[src/rtl/shutter_seq_pkg.sv]
package shutter_seq_pkg;
  typedef enum logic [3:0] {
    ST_IDLE,
    ST_FOT,
    ST_EXPO,
    ST_SEL,
    ST_S1,
    ST_TXP,
    ST_S2,
    ST_OVP,
    ST_TXT,
    ST_RSTP,
    ST_S3
  } seq_st_e;
endpackage

[src/rtl/shutter_seq_phase_cnt.sv]
module shutter_seq_phase_cnt #(
  parameter int CNT_W = 10
) (
  input  logic             clk,
  input  logic             rst_n,
  input  logic             load_i,
  input  logic [CNT_W-1:0] len_i,
  output logic             done_o
);
  logic [CNT_W-1:0] cnt_q, cnt_d, len_m1;

  // zero length is treated as a single cycle
  assign len_m1 = (len_i == '0) ? '0 : len_i - 1'b1;

  always_comb begin
    cnt_d = cnt_q;
    if (load_i)
      cnt_d = len_m1;
    else if (cnt_q != '0)
      cnt_d = cnt_q - 1'b1;
  end

  always_ff @(posedge clk or negedge rst_n) begin
    if (!rst_n) cnt_q <= '0;
    else        cnt_q <= cnt_d;
  end

  assign done_o = (cnt_q == '0);
endmodule

[src/rtl/shutter_seq_slot_cnt.sv]
module shutter_seq_slot_cnt #(
  parameter int SLOT_W = 11
) (
  input  logic              clk,
  input  logic              rst_n,
  input  logic              clr_i,
  input  logic              adv_i,
  input  logic [SLOT_W-1:0] last_val_i,
  output logic [SLOT_W-1:0] slot_o,
  output logic              last_o
);
  logic [SLOT_W-1:0] slot_q, slot_d;
  logic              slot_en;

  assign slot_en = clr_i | adv_i;

  always_comb begin
    slot_d = slot_q;
    if (clr_i)      slot_d = '0;
    else if (adv_i) slot_d = slot_q + 1'b1;
  end

  always_ff @(posedge clk or negedge rst_n) begin
    if (!rst_n)       slot_q <= '0;
    else if (slot_en) slot_q <= slot_d;
  end

  assign slot_o = slot_q;
  assign last_o = (slot_q == last_val_i);
endmodule

[src/rtl/shutter_seq.sv]
module shutter_seq
  import shutter_seq_pkg::*;
#(
  parameter int ROW_W = 9,
  parameter int DUR_W = 8,
  parameter int EXP_W = 10
) (
  input  logic             clk,
  input  logic             rst_n,
  input  logic             start_i,
  input  logic             global_mode_i,
  input  logic [ROW_W-1:0] num_rows_i,
  input  logic [EXP_W-1:0] exp_len_i,
  input  logic [DUR_W-1:0] settle_len_i,
  input  logic [DUR_W-1:0] tx_len_i,
  input  logic [DUR_W-1:0] pulse_len_i,
  input  logic [DUR_W-1:0] foh_len_i,
  output logic             busy_o,
  output logic             sel_o,
  output logic             rst_o,
  output logic             tx_o,
  output logic             ovg_o,
  output logic             smp_o,
  output logic [1:0]       smp_idx_o,
  output logic [ROW_W-1:0] row_o,
  output logic             exp_start_o,
  output logic [ROW_W-1:0] exp_row_o
);
  localparam int CNT_W  = (DUR_W > EXP_W) ? DUR_W : EXP_W;
  localparam int SLOT_W = ((ROW_W > EXP_W) ? ROW_W : EXP_W) + 1;

  seq_st_e           st_q, st_d;
  logic              glob_q, glob_d, mode_en;
  logic              ph_done, ph_load;
  logic [CNT_W-1:0]  ph_len;
  logic [SLOT_W-1:0] slot, last_val, rows_w, exp_w, row_calc;
  logic              slot_last, slot_clr, slot_adv;
  logic              idle, row_st, rd_ok, row_act;

  assign idle    = (st_q == ST_IDLE);
  assign mode_en = idle & start_i;
  assign glob_d  = global_mode_i;

  always_ff @(posedge clk or negedge rst_n) begin
    if (!rst_n)       glob_q <= 1'b0;
    else if (mode_en) glob_q <= glob_d;
  end

  // next-state logic
  always_comb begin
    st_d = st_q;
    unique case (st_q)
      ST_IDLE: if (start_i) st_d = global_mode_i ? ST_FOT : ST_SEL;
      ST_FOT:  if (ph_done) st_d = ST_EXPO;
      ST_EXPO: if (ph_done) st_d = ST_SEL;
      ST_SEL:  if (ph_done) st_d = ST_S1;
      ST_S1:   st_d = glob_q ? ST_RSTP : ST_TXP;
      ST_TXP:  if (ph_done) st_d = glob_q ? ST_S3 : ST_S2;
      ST_S2:   st_d = glob_q ? ST_TXP : ST_OVP;
      ST_OVP:  if (ph_done) st_d = ST_TXT;
      ST_TXT:  st_d = ST_S3;
      ST_RSTP: if (ph_done) st_d = ST_S2;
      ST_S3:   st_d = slot_last ? ST_IDLE : ST_SEL;
      default: st_d = ST_IDLE;
    endcase
  end

  always_ff @(posedge clk or negedge rst_n) begin
    if (!rst_n) st_q <= ST_IDLE;
    else        st_q <= st_d;
  end

  // phase length of the state being entered
  always_comb begin
    unique case (st_d)
      ST_FOT:         ph_len = CNT_W'(foh_len_i);
      ST_EXPO:        ph_len = CNT_W'(exp_len_i);
      ST_SEL:         ph_len = CNT_W'(settle_len_i);
      ST_TXP:         ph_len = CNT_W'(tx_len_i);
      ST_OVP, ST_RSTP: ph_len = CNT_W'(pulse_len_i);
      default:        ph_len = CNT_W'(1);
    endcase
  end
  assign ph_load = (st_d != st_q);

  shutter_seq_phase_cnt #(.CNT_W(CNT_W)) phase_i (
    .clk(clk), .rst_n(rst_n), .load_i(ph_load), .len_i(ph_len), .done_o(ph_done)
  );

  // row-time counter: rolling frames add E leading row times
  assign rows_w   = SLOT_W'(num_rows_i);
  assign exp_w    = SLOT_W'(exp_len_i);
  assign last_val = glob_q ? rows_w - 1'b1 : rows_w + exp_w - 1'b1;
  assign slot_clr = mode_en;
  assign slot_adv = (st_q == ST_S3) & ~slot_last;

  shutter_seq_slot_cnt #(.SLOT_W(SLOT_W)) slot_i (
    .clk(clk), .rst_n(rst_n), .clr_i(slot_clr), .adv_i(slot_adv),
    .last_val_i(last_val), .slot_o(slot), .last_o(slot_last)
  );

  // output decode
  assign row_st   = ~idle & (st_q != ST_FOT) & (st_q != ST_EXPO);
  assign rd_ok    = glob_q | (slot >= exp_w);
  assign row_act  = row_st & rd_ok;
  assign row_calc = glob_q ? slot : slot - exp_w;

  assign busy_o    = ~idle;
  assign sel_o     = row_act;
  assign rst_o     = row_act & (glob_q ? (st_q == ST_RSTP) : (st_q == ST_SEL));
  assign tx_o      = (row_act & ((st_q == ST_TXP) | (st_q == ST_OVP) | (st_q == ST_TXT)))
                   | (glob_q & ((st_q == ST_FOT) | (st_q == ST_EXPO)));
  assign ovg_o     = (row_act & (st_q == ST_OVP)) | (glob_q & (st_q == ST_FOT));
  assign smp_o     = row_act & ((st_q == ST_S1) | (st_q == ST_S2) | (st_q == ST_S3));
  assign smp_idx_o = !smp_o ? 2'd0 : (st_q == ST_S1) ? 2'd0 : (st_q == ST_S2) ? 2'd1 : 2'd2;
  assign row_o     = row_act ? ROW_W'(row_calc) : '0;
  assign exp_start_o = ~glob_q & (st_q == ST_S1) & (slot < rows_w);
  assign exp_row_o   = exp_start_o ? ROW_W'(slot) : '0;


  smp_sel_chk: assert property (@(posedge clk) disable iff (!rst_n) smp_o |-> sel_o);

  smp_pulse_chk: assert property (@(posedge clk) disable iff (!rst_n) smp_o |=> !smp_o);

  ovg_tx_chk: assert property (@(posedge clk) disable iff (!rst_n) $fell(ovg_o) |-> tx_o);

  rst_tx_chk: assert property (@(posedge clk) disable iff (!rst_n) rst_o |-> !tx_o);

  busy_end_chk: assert property (@(posedge clk) disable iff (!rst_n)
    $fell(busy_o) |-> $past(smp_o && (smp_idx_o == 2'd2)));

  idle_quiet_chk: assert property (@(posedge clk) disable iff (!rst_n)
    !busy_o |-> !(sel_o || tx_o || ovg_o || smp_o || exp_start_o));
endmodule

[config.mk]
export PLATFORM = sky130hd
export DESIGN_NAME = shutter_seq
export DESIGN_NICKNAME = d
export VERILOG_FILES = /design/src/rtl/shutter_seq_pkg.sv /design/src/rtl/shutter_seq_phase_cnt.sv /design/src/rtl/shutter_seq_slot_cnt.sv /design/src/rtl/shutter_seq.sv
export SDC_FILE = /design/constraint.sdc
export NUM_CORES = 1
export LEC_CHECK = 0
export BUFFER_PORTS_ARGS = -buffer_cell sky130_fd_sc_hd__clkbuf_2
export CAP_MARGIN = 20
export CELL_PAD_IN_SITES_DETAIL_PLACEMENT = 1
export CELL_PAD_IN_SITES_GLOBAL_PLACEMENT = 1
export CORE_MARGIN = 2
export CORE_UTILIZATION = 42
export CTS_CLUSTER_SIZE = 20
export DETAILED_ROUTE_END_ITERATION = 12
export GPL_TIMING_DRIVEN = 1
export PLACE_DENSITY = 0.79
export SYNTH_ARGS = -nofsm -noshare
export SYNTH_HDL_FRONTEND = slang
export SYNTH_SLANG_ARGS = --single-unit
[constraint.sdc]
create_clock -name clk -period 4.6 [get_ports clk]
set_clock_uncertainty 0.1 [all_clocks]
set_input_delay 0.23 -clock clk [delete_from_list [all_inputs] [get_ports clk]]
set_output_delay 0.23 -clock clk [all_outputs]
set_load 0.005 [all_outputs]
==> impl_metrics.env, run 1 <==
export IMPL_cp_max_fo=5
export IMPL_syn_area_per_cell_um2=7.47
export IMPL_min_period_ps=4840
export IMPL_vias=5755
export IMPL_ys_seq_area_share_pct=14.4
export IMPL_synth_edff_count=0
export IMPL_synth_top_area_share_pct=14.4
export IMPL_worst_r2r_setup_slack_ps=-70
export IMPL_ios=82
export IMPL_worstSetupPathType="in -> reg"
export IMPL_max_stage_delay_ps=530
export IMPL_htree_levels=1
export IMPL_first_iter_violations=555
export IMPL_synth_ff_type="dfrtp_1"
export IMPL_dr_pass1_iters=5
export IMPL_synthArstFlopShare_pct=100
export IMPL_n_antenna_cell=0
export IMPL_antenna_left=0
export IMPL_grt_pass1_wl_um=28600
export IMPL_initial_core_util_pct=43.5
export IMPL_die_h_um=108
export IMPL_cp_end_kind="register"
export IMPL_io_buffer_count=81
export IMPL_p_total_mw=3.72
export IMPL_wirelength_um=20900
export IMPL_cts_sinks=26
export IMPL_wl_per_cell_um=23.3
export IMPL_die_area_um2=11600
export IMPL_grt_total_usage_pct=31.0
export IMPL_setup_ws_ps=-241
export IMPL_maxSlewViolCount=0
export IMPL_cts_max_path_buffers=2
export IMPL_synthCells=604
export IMPL_syn_to_final_growth_pct=33.9
export IMPL_grt_pass1_vias=5614
export IMPL_die_w_um=108
export IMPL_cap_violations=0
export IMPL_max_freq_ghz=0.207
export IMPL_maxSlewHeadroom_pct=33.4
export IMPL_ys_warn_count=0
export IMPL_synth_area_leader_cell="dfrtp_1"
export IMPL_drcViolationCount=0
export IMPL_worst_slew_pin_slew_ps=999
export IMPL_vdd_drop_max_mv=0.381
export IMPL_worstPathArrival_ps=4940
export IMPL_hpwl_um=13900
export IMPL_crit_path_top_delay_cell="or4_1"
export IMPL_synth_area_leaders="dfrtp_1 14%, ha_1 11%, inv_1 4.8%"
export IMPL_cp_start_kind="primary input"
export IMPL_syn_area_um2=4510
export IMPL_antenna_found_initial=0
export IMPL_place_ws_ps=-360
export IMPL_period_share_pct=105
export IMPL_r2r_start="phase_i.cnt_q[0]$_DFFE_PN0P_"
export IMPL_crit_path_end="phase_i.cnt_q[9]$_DFFE_PN0P_"
export IMPL_gp_congestion=0.946
export IMPL_worstPathRequired_ps=4700
export IMPL_r2r_cells=15
export IMPL_finalNetCount=862
export IMPL_status="finished, violations left"
export IMPL_coreArea_um2=10400
export IMPL_min_path_type="in -> reg"
export IMPL_timing_rr_end="phase_i.cnt_q[9]$_DFFE_PN0P_"
export IMPL_min_from="global_mode_i"
export IMPL_grt_max_degree=34
export IMPL_synth_seq_cells=26
export IMPL_rows=37
export IMPL_setup_viol=7
export IMPL_cts_tree="built"
export IMPL_synth_distinct_cells=80
export IMPL_clockRootBuffer="clkbuf_8"
export IMPL_layout_drive_gt1_share_pct=31.7
export IMPL_path_cells="clkbuf_2 > inv_1 > ha_4 > buf_4 > fa_2 > buf_4 > buf_4 > xor2_1 > xnor2_1 > o21ai_1 > nor4b_2 > nand4_1 > buf_4 > o31ai_4 > buf_4 > o221ai_2 > o21ai_4 > inv_2 > ha_4 > inv_1 > o311ai_0 > or4_1 > o211ai_1"
export IMPL_synth_nets=702
export IMPL_failed_checks="negative setup slack"
export IMPL_power_density_nw_per_um2=617
export IMPL_hold_viol=0
export IMPL_clk_pin_slew_ps=120
export IMPL_cp_startpoint="exp_len_i[2]"
export IMPL_path_common_cell="buf_4"
export IMPL_overflow=0
export IMPL_viasPerCell=6.40
export IMPL_clk_latency_ps=290
export IMPL_p_leak_nw=2.86
export IMPL_cts_buffers=3
## power by group
| part | internal, mW | switching [mW] | total [mW] | leakage, nW |
|---|---|---|---|---|
| logic | 1.31 | 1.79 | 3.10 | 2.49 |
| clock network | 0.117 | 0.0923 | 0.209 | 0.0357 |
| registers | 0.303 | 0.105 | 0.408 | 0.339 |
## sequential cells by signal, indices dropped and copies added (netlist names)
signal         count
slot_i.slot_o     11
phase_i.cnt_q     10
st_q               4
glob_q             1
## per-stage QoR
step / instance area [µm²] / hold WS (ps) / util (%) / TNS (ps) / instances
floorplan: 4520 / -166 / - / 0 / 604
global placement: 5540 / 213 / 53.4 / -1200 / 872
detailed placement: 5540 / 237 / 53.4 / -2260 / 872
CTS: 5680 / 98.8 / 54.7 / 0 / 883
global route: 6040 / 118 / 58.2 / -2830 / 899
finish: 6040 / 89.8 / 58.2 / -807 / 899
## per-layer routing
metal / up-vias / global-route usage [%] / part of all wire (%) / wire [µm]
li1: 2524 / - / - / -
met1: 2783 / 42.6 / 41 / 8480
met2: 362 / 51.8 / 48 / 10000
met3: 86 / 2.97 / 7.8 / 1630
met4: 0 / 8.61 / 3.9 / 819
met5: - / 0 / 0 / 0
## timing repair
item,in CTS,in global routing
pin swaps,7,28
buffers inserted,6,16
hold endpoints to repair,26,0
resized for setup,3,50
cloned,0,0
endpoints found under the setup margin,5,10
hold buffers,1,0
## kinds of logic (layout without fill, tap and decap cells)
logic type	after synthesis	count (layout)	synth area share [%]
buf+inv	82	241	7.41
simple gates	232	232	28.1
compound gates	169	169	27.1
xor+xnor	39	39	7.57
fa+ha+maj	43	43	12.3
mux	13	13	3.22
flops	26	26	14.4
## how the worst min path moves through the flow
stage	slack [ps]	depth (start not counted)	to
floorplan	-170	0	glob_q$_DFFE_PN0P_
global route	120	3	glob_q$_DFFE_PN0P_
CTS	100	3	glob_q$_DFFE_PN0P_
finish	90	3	glob_q$_DFFE_PN0P_
detailed placement	240	1	st_q[2]$_DFF_PN0_
global placement	210	1	st_q[2]$_DFF_PN0_
## worst max-delay path, delay by kind of cell
kind                     cells  cell delay [ps]
adder cells (fa/ha/maj)      3              830
AND/OR/NAND/NOR              3             1100
XOR/XNOR                     2              380
buffers and inverters        9             1290
AO/OA/AOI/OAI                6             1090
## final cells by class
type | count | area (µm²)
Fill cell | 1324 | 4330
Multi-Input combinational cell | 496 | 3760
Timing Repair Buffer | 179 | 1170
Tap cell | 136 | 170
Clock buffer | 3 | 41.3
Sequential cell | 26 | 651
Clock inverter | 1 | 30.0
Inverter | 58 | 220
## cells in the final DEF (no fill, tap or decap), drive strengths merged, types with 14 or more instances in the layout
cell	instances
xor2	17
nor2	54
nor3	18
nand2	44
dfrtp	26
and2	15
buf	99
inv	58
o21ai	37
a21o	14
nand3	17
clkbuf	82
xnor2	22
a21oi	38
ha	41
## Yosys cell counts, types with 3 or more instances
cell / number
a211oi_1: 4
a21boi_0: 3
a21o_1: 14
a21oi_1: 38
a221o_1: 4
a31oi_1: 3
a32o_1: 3
and2_1: 14
and3_1: 7
buf_2: 3
buf_6: 3
clkbuf_1: 16
dfrtp_1: 26
ha_1: 41
inv_1: 58
mux2i_1: 10
nand2_1: 43
nand2b_1: 10
nand3_1: 17
nand3b_1: 5
nand4_1: 8
nor2_1: 53
nor2b_1: 9
nor3_1: 17
nor4_1: 9
nor4b_1: 3
o211ai_1: 9
o21a_1: 6
o21ai_0: 33
o21ai_1: 3
o221ai_1: 3
o22ai_1: 8
o31a_1: 5
o31ai_1: 4
o32ai_1: 3
or3_1: 9
or4_1: 6
xnor2_1: 22
xor2_1: 17
Power figures use the tool's default switching activity.
==> run 2, diff against run 1 <==
- BUFFER_PORTS_ARGS: -buffer_cell sky130_fd_sc_hd__clkbuf_2 -> -buffer_cell sky130_fd_sc_hd__buf_2
- CAP_MARGIN: 20 -> not set
- SETUP_SLACK_MARGIN: not set -> 0.15
==> run 2 against run 1 <==
The run now ends clean. Critical path type unchanged. Via count shrank 9.2%. Final cell count shrank 2.0%. Maximum frequency grew 13%. Worst hold slack lost 6.0 ps. Setup slack gained 540 ps. Critical endpoint is now phase_i.cnt_q[7]$_DFFE_PN0P_. Core utilization shrank 1.3 points. Die area is the same. Sequential share of layout area grew 0.24 points. Clock-buffer cell count grew 1. Clock power shrank 22%. Critical path depth shrank 2.
==> impl_metrics.env, run 2 (synthesis results as in run 1) <==
export IMPL_status="finished, final reports clean"
export IMPL_worst_r2r_setup_slack_ps=310
export IMPL_dr_pass1_iters=5
export IMPL_cp_start_kind="primary input"
export IMPL_vias=5228
export IMPL_clockRootBuffer="clkbuf_8"
export IMPL_gp_congestion=0.897
export IMPL_n_antenna_cell=0
export IMPL_wl_met1_um=7910
export IMPL_worstPathArrival_ps=4370
export IMPL_instances_no_fill=881
export IMPL_clk_latency_ps=280
export IMPL_viasPerCell=5.93
export IMPL_stdcell_area_um2=5900
export IMPL_finalNetCount=844
export IMPL_routed_top_layer="met4"
export IMPL_placed_area_um2=5590
export IMPL_wl_per_cell_um=19.9
export IMPL_r2r_cells=13
export IMPL_dr_wl_met2_um=8360
export IMPL_syn_to_final_growth_pct=30.9
export IMPL_wl_met3_um=885
export IMPL_layout_drive_gt1_share_pct=30.6
export IMPL_cts_tree="built"
export IMPL_worst_slew_pin_slew_ps=952
export IMPL_period_share_pct=93.4
export IMPL_p_leak_nw=2.80
export IMPL_crit_path_end="phase_i.cnt_q[7]$_DFFE_PN0P_"
export IMPL_cp_startpoint="num_rows_i[2]"
export IMPL_die_h_um=108
export IMPL_layout_cells_most_common="buf_2"
export IMPL_antenna_found_initial=0
export IMPL_largest_reg_flops=11
export IMPL_vdd_drop_max_mv=0.370
export IMPL_min_path_type="in -> reg"
export IMPL_io_buffer_count=81
export IMPL_r2r_start="phase_i.cnt_q[0]$_DFFE_PN0P_"
export IMPL_max_freq_ghz=0.233
export IMPL_antenna_left=0
export IMPL_cts_sinks=26
export IMPL_min_period_ps=4300
export IMPL_cp_max_fo=4
export IMPL_rsz0062_at_grt="false"
export IMPL_cap_violations=0
export IMPL_drcViolationCount=0
export IMPL_grt_max_degree=30
export IMPL_power_density_nw_per_um2=572
export IMPL_maxSlewViolCount=0
export IMPL_hold_viol=0
export IMPL_wirelength_um=17500
export IMPL_htree_levels=1
export IMPL_rows=37
export IMPL_clk_pin_slew_ps=110
export IMPL_worstPathRequired_ps=4680
export IMPL_setup_viol=0
export IMPL_ios=82
export IMPL_coreArea_um2=10400
export IMPL_grt_pass1_vias=5371
export IMPL_timing_rr_end="phase_i.cnt_q[7]$_DFFE_PN0P_"
export IMPL_nFillCells=1345
export IMPL_first_iter_violations=273
export IMPL_die_w_um=108
export IMPL_final_cell_mix="80 x buf_2, 76 x buf_4, 53 x nor2_1"
export IMPL_dp_cells=864
export IMPL_die_area_um2=11600
export IMPL_worstSetupPathType="in -> reg"
export IMPL_grt_pass1_wl_um=27200
export IMPL_grt_total_usage_pct=29.4
export IMPL_cts_buffers=3
export IMPL_overflow=0
export IMPL_maxSlewHeadroom_pct=36.5
export IMPL_initial_core_util_pct=43.5
export IMPL_cts_max_path_buffers=2
export IMPL_hpwl_um=13700
export IMPL_cp_end_kind="register"
## run 2: repair_timing
action | in CTS | in global routing
endpoints found under the hold margin | 26 | 0
buffers inserted | 0 | 12
hold buffers | 1 | 0
pin swaps | 2 | 26
setup endpoints to repair | 5 | 19
gates resized for setup | 3 | 35
## run 2: routing by layer
layer / vias up / global-route usage, %
li1: 2489 / -
met1: 2550 / 41.2
met2: 160 / 49.3
met3: 29 / 2.85
met4: 0 / 5.49
met5: - / 0
## run 2: worst min-delay path by stage
stage | endpoint | cells after the start | from | slack [ps]
6_report | glob_q$_DFFE_PN0P_ | 3 | global_mode_i | 80
5_1_grt | glob_q$_DFFE_PN0P_ | 3 | global_mode_i | 100
4_1_cts | glob_q$_DFFE_PN0P_ | 3 | global_mode_i | 90
3_5_place_dp | phase_i.cnt_q[1]$_DFFE_PN0P_ | 1 | rst_n | 200
3_3_place_gp | phase_i.cnt_q[2]$_DFFE_PN0P_ | 1 | rst_n | 200
2_1_floorplan | glob_q$_DFFE_PN0P_ | 0 | rst_n | -170
## run 2: where the power goes
group / total (mW) / switching (mW) / leakage (nW) / internal [mW]
logic: 2.82 / 1.62 / 2.43 / 1.20
clock network: 0.163 / 0.0863 / 0.0288 / 0.0769
registers: 0.386 / 0.0825 / 0.339 / 0.304
total: 3.37 / 1.79 / 2.80 / 1.58
## run 2: area by class of cell
| type | instances | area (µm²) | share of cell area, % |
|---|---|---|---|
| Inverter | 58 | 240 | 4.07 |
| Sequential cell | 26 | 651 | 11.0 |
| Tap cell | 136 | 170 | 2.88 |
| Timing Repair Buffer | 161 | 1030 | 17.4 |
| Multi-Input combinational cell | 496 | 3760 | 63.7 |
| Clock buffer | 4 | 55.1 | 0.933 |
## run 2: worst max-delay path: stages
cell and delay (ps):
buf_2 90, inv_2 50, ha_4 260, inv_1 40, ha_1 260, a21o_1 150
nand4_1 260, a211oi_4 370, nor2_1 100, nor4b_2 290, buf_4 170, nand2b_1 80
or4_4 550, a221oi_4 240, o21ai_2 120, inv_2 100, ha_4 150, nand2_4 60
o31ai_4 370, nor4_2 90, a311o_1 320
## run 2: metrics by stage
stage | power [mW] | setup TNS [ps] | hold WS (ps) | worst slack (ps) | utilization, %
2_1_floorplan | 2.11 | 0 | -166 | 63.0 | -
3_3_place_gp | 2.84 | -169 | 197 | -71.6 | 53.9
6_report | 3.37 | 0 | 83.8 | 302 | 56.9
5_1_grt | 3.61 | 0 | 98.3 | 124 | 56.9
3_5_place_dp | 2.96 | -912 | 198 | -159 | 53.9
4_1_cts | 3.15 | 0 | 87.6 | 166 | 54.7
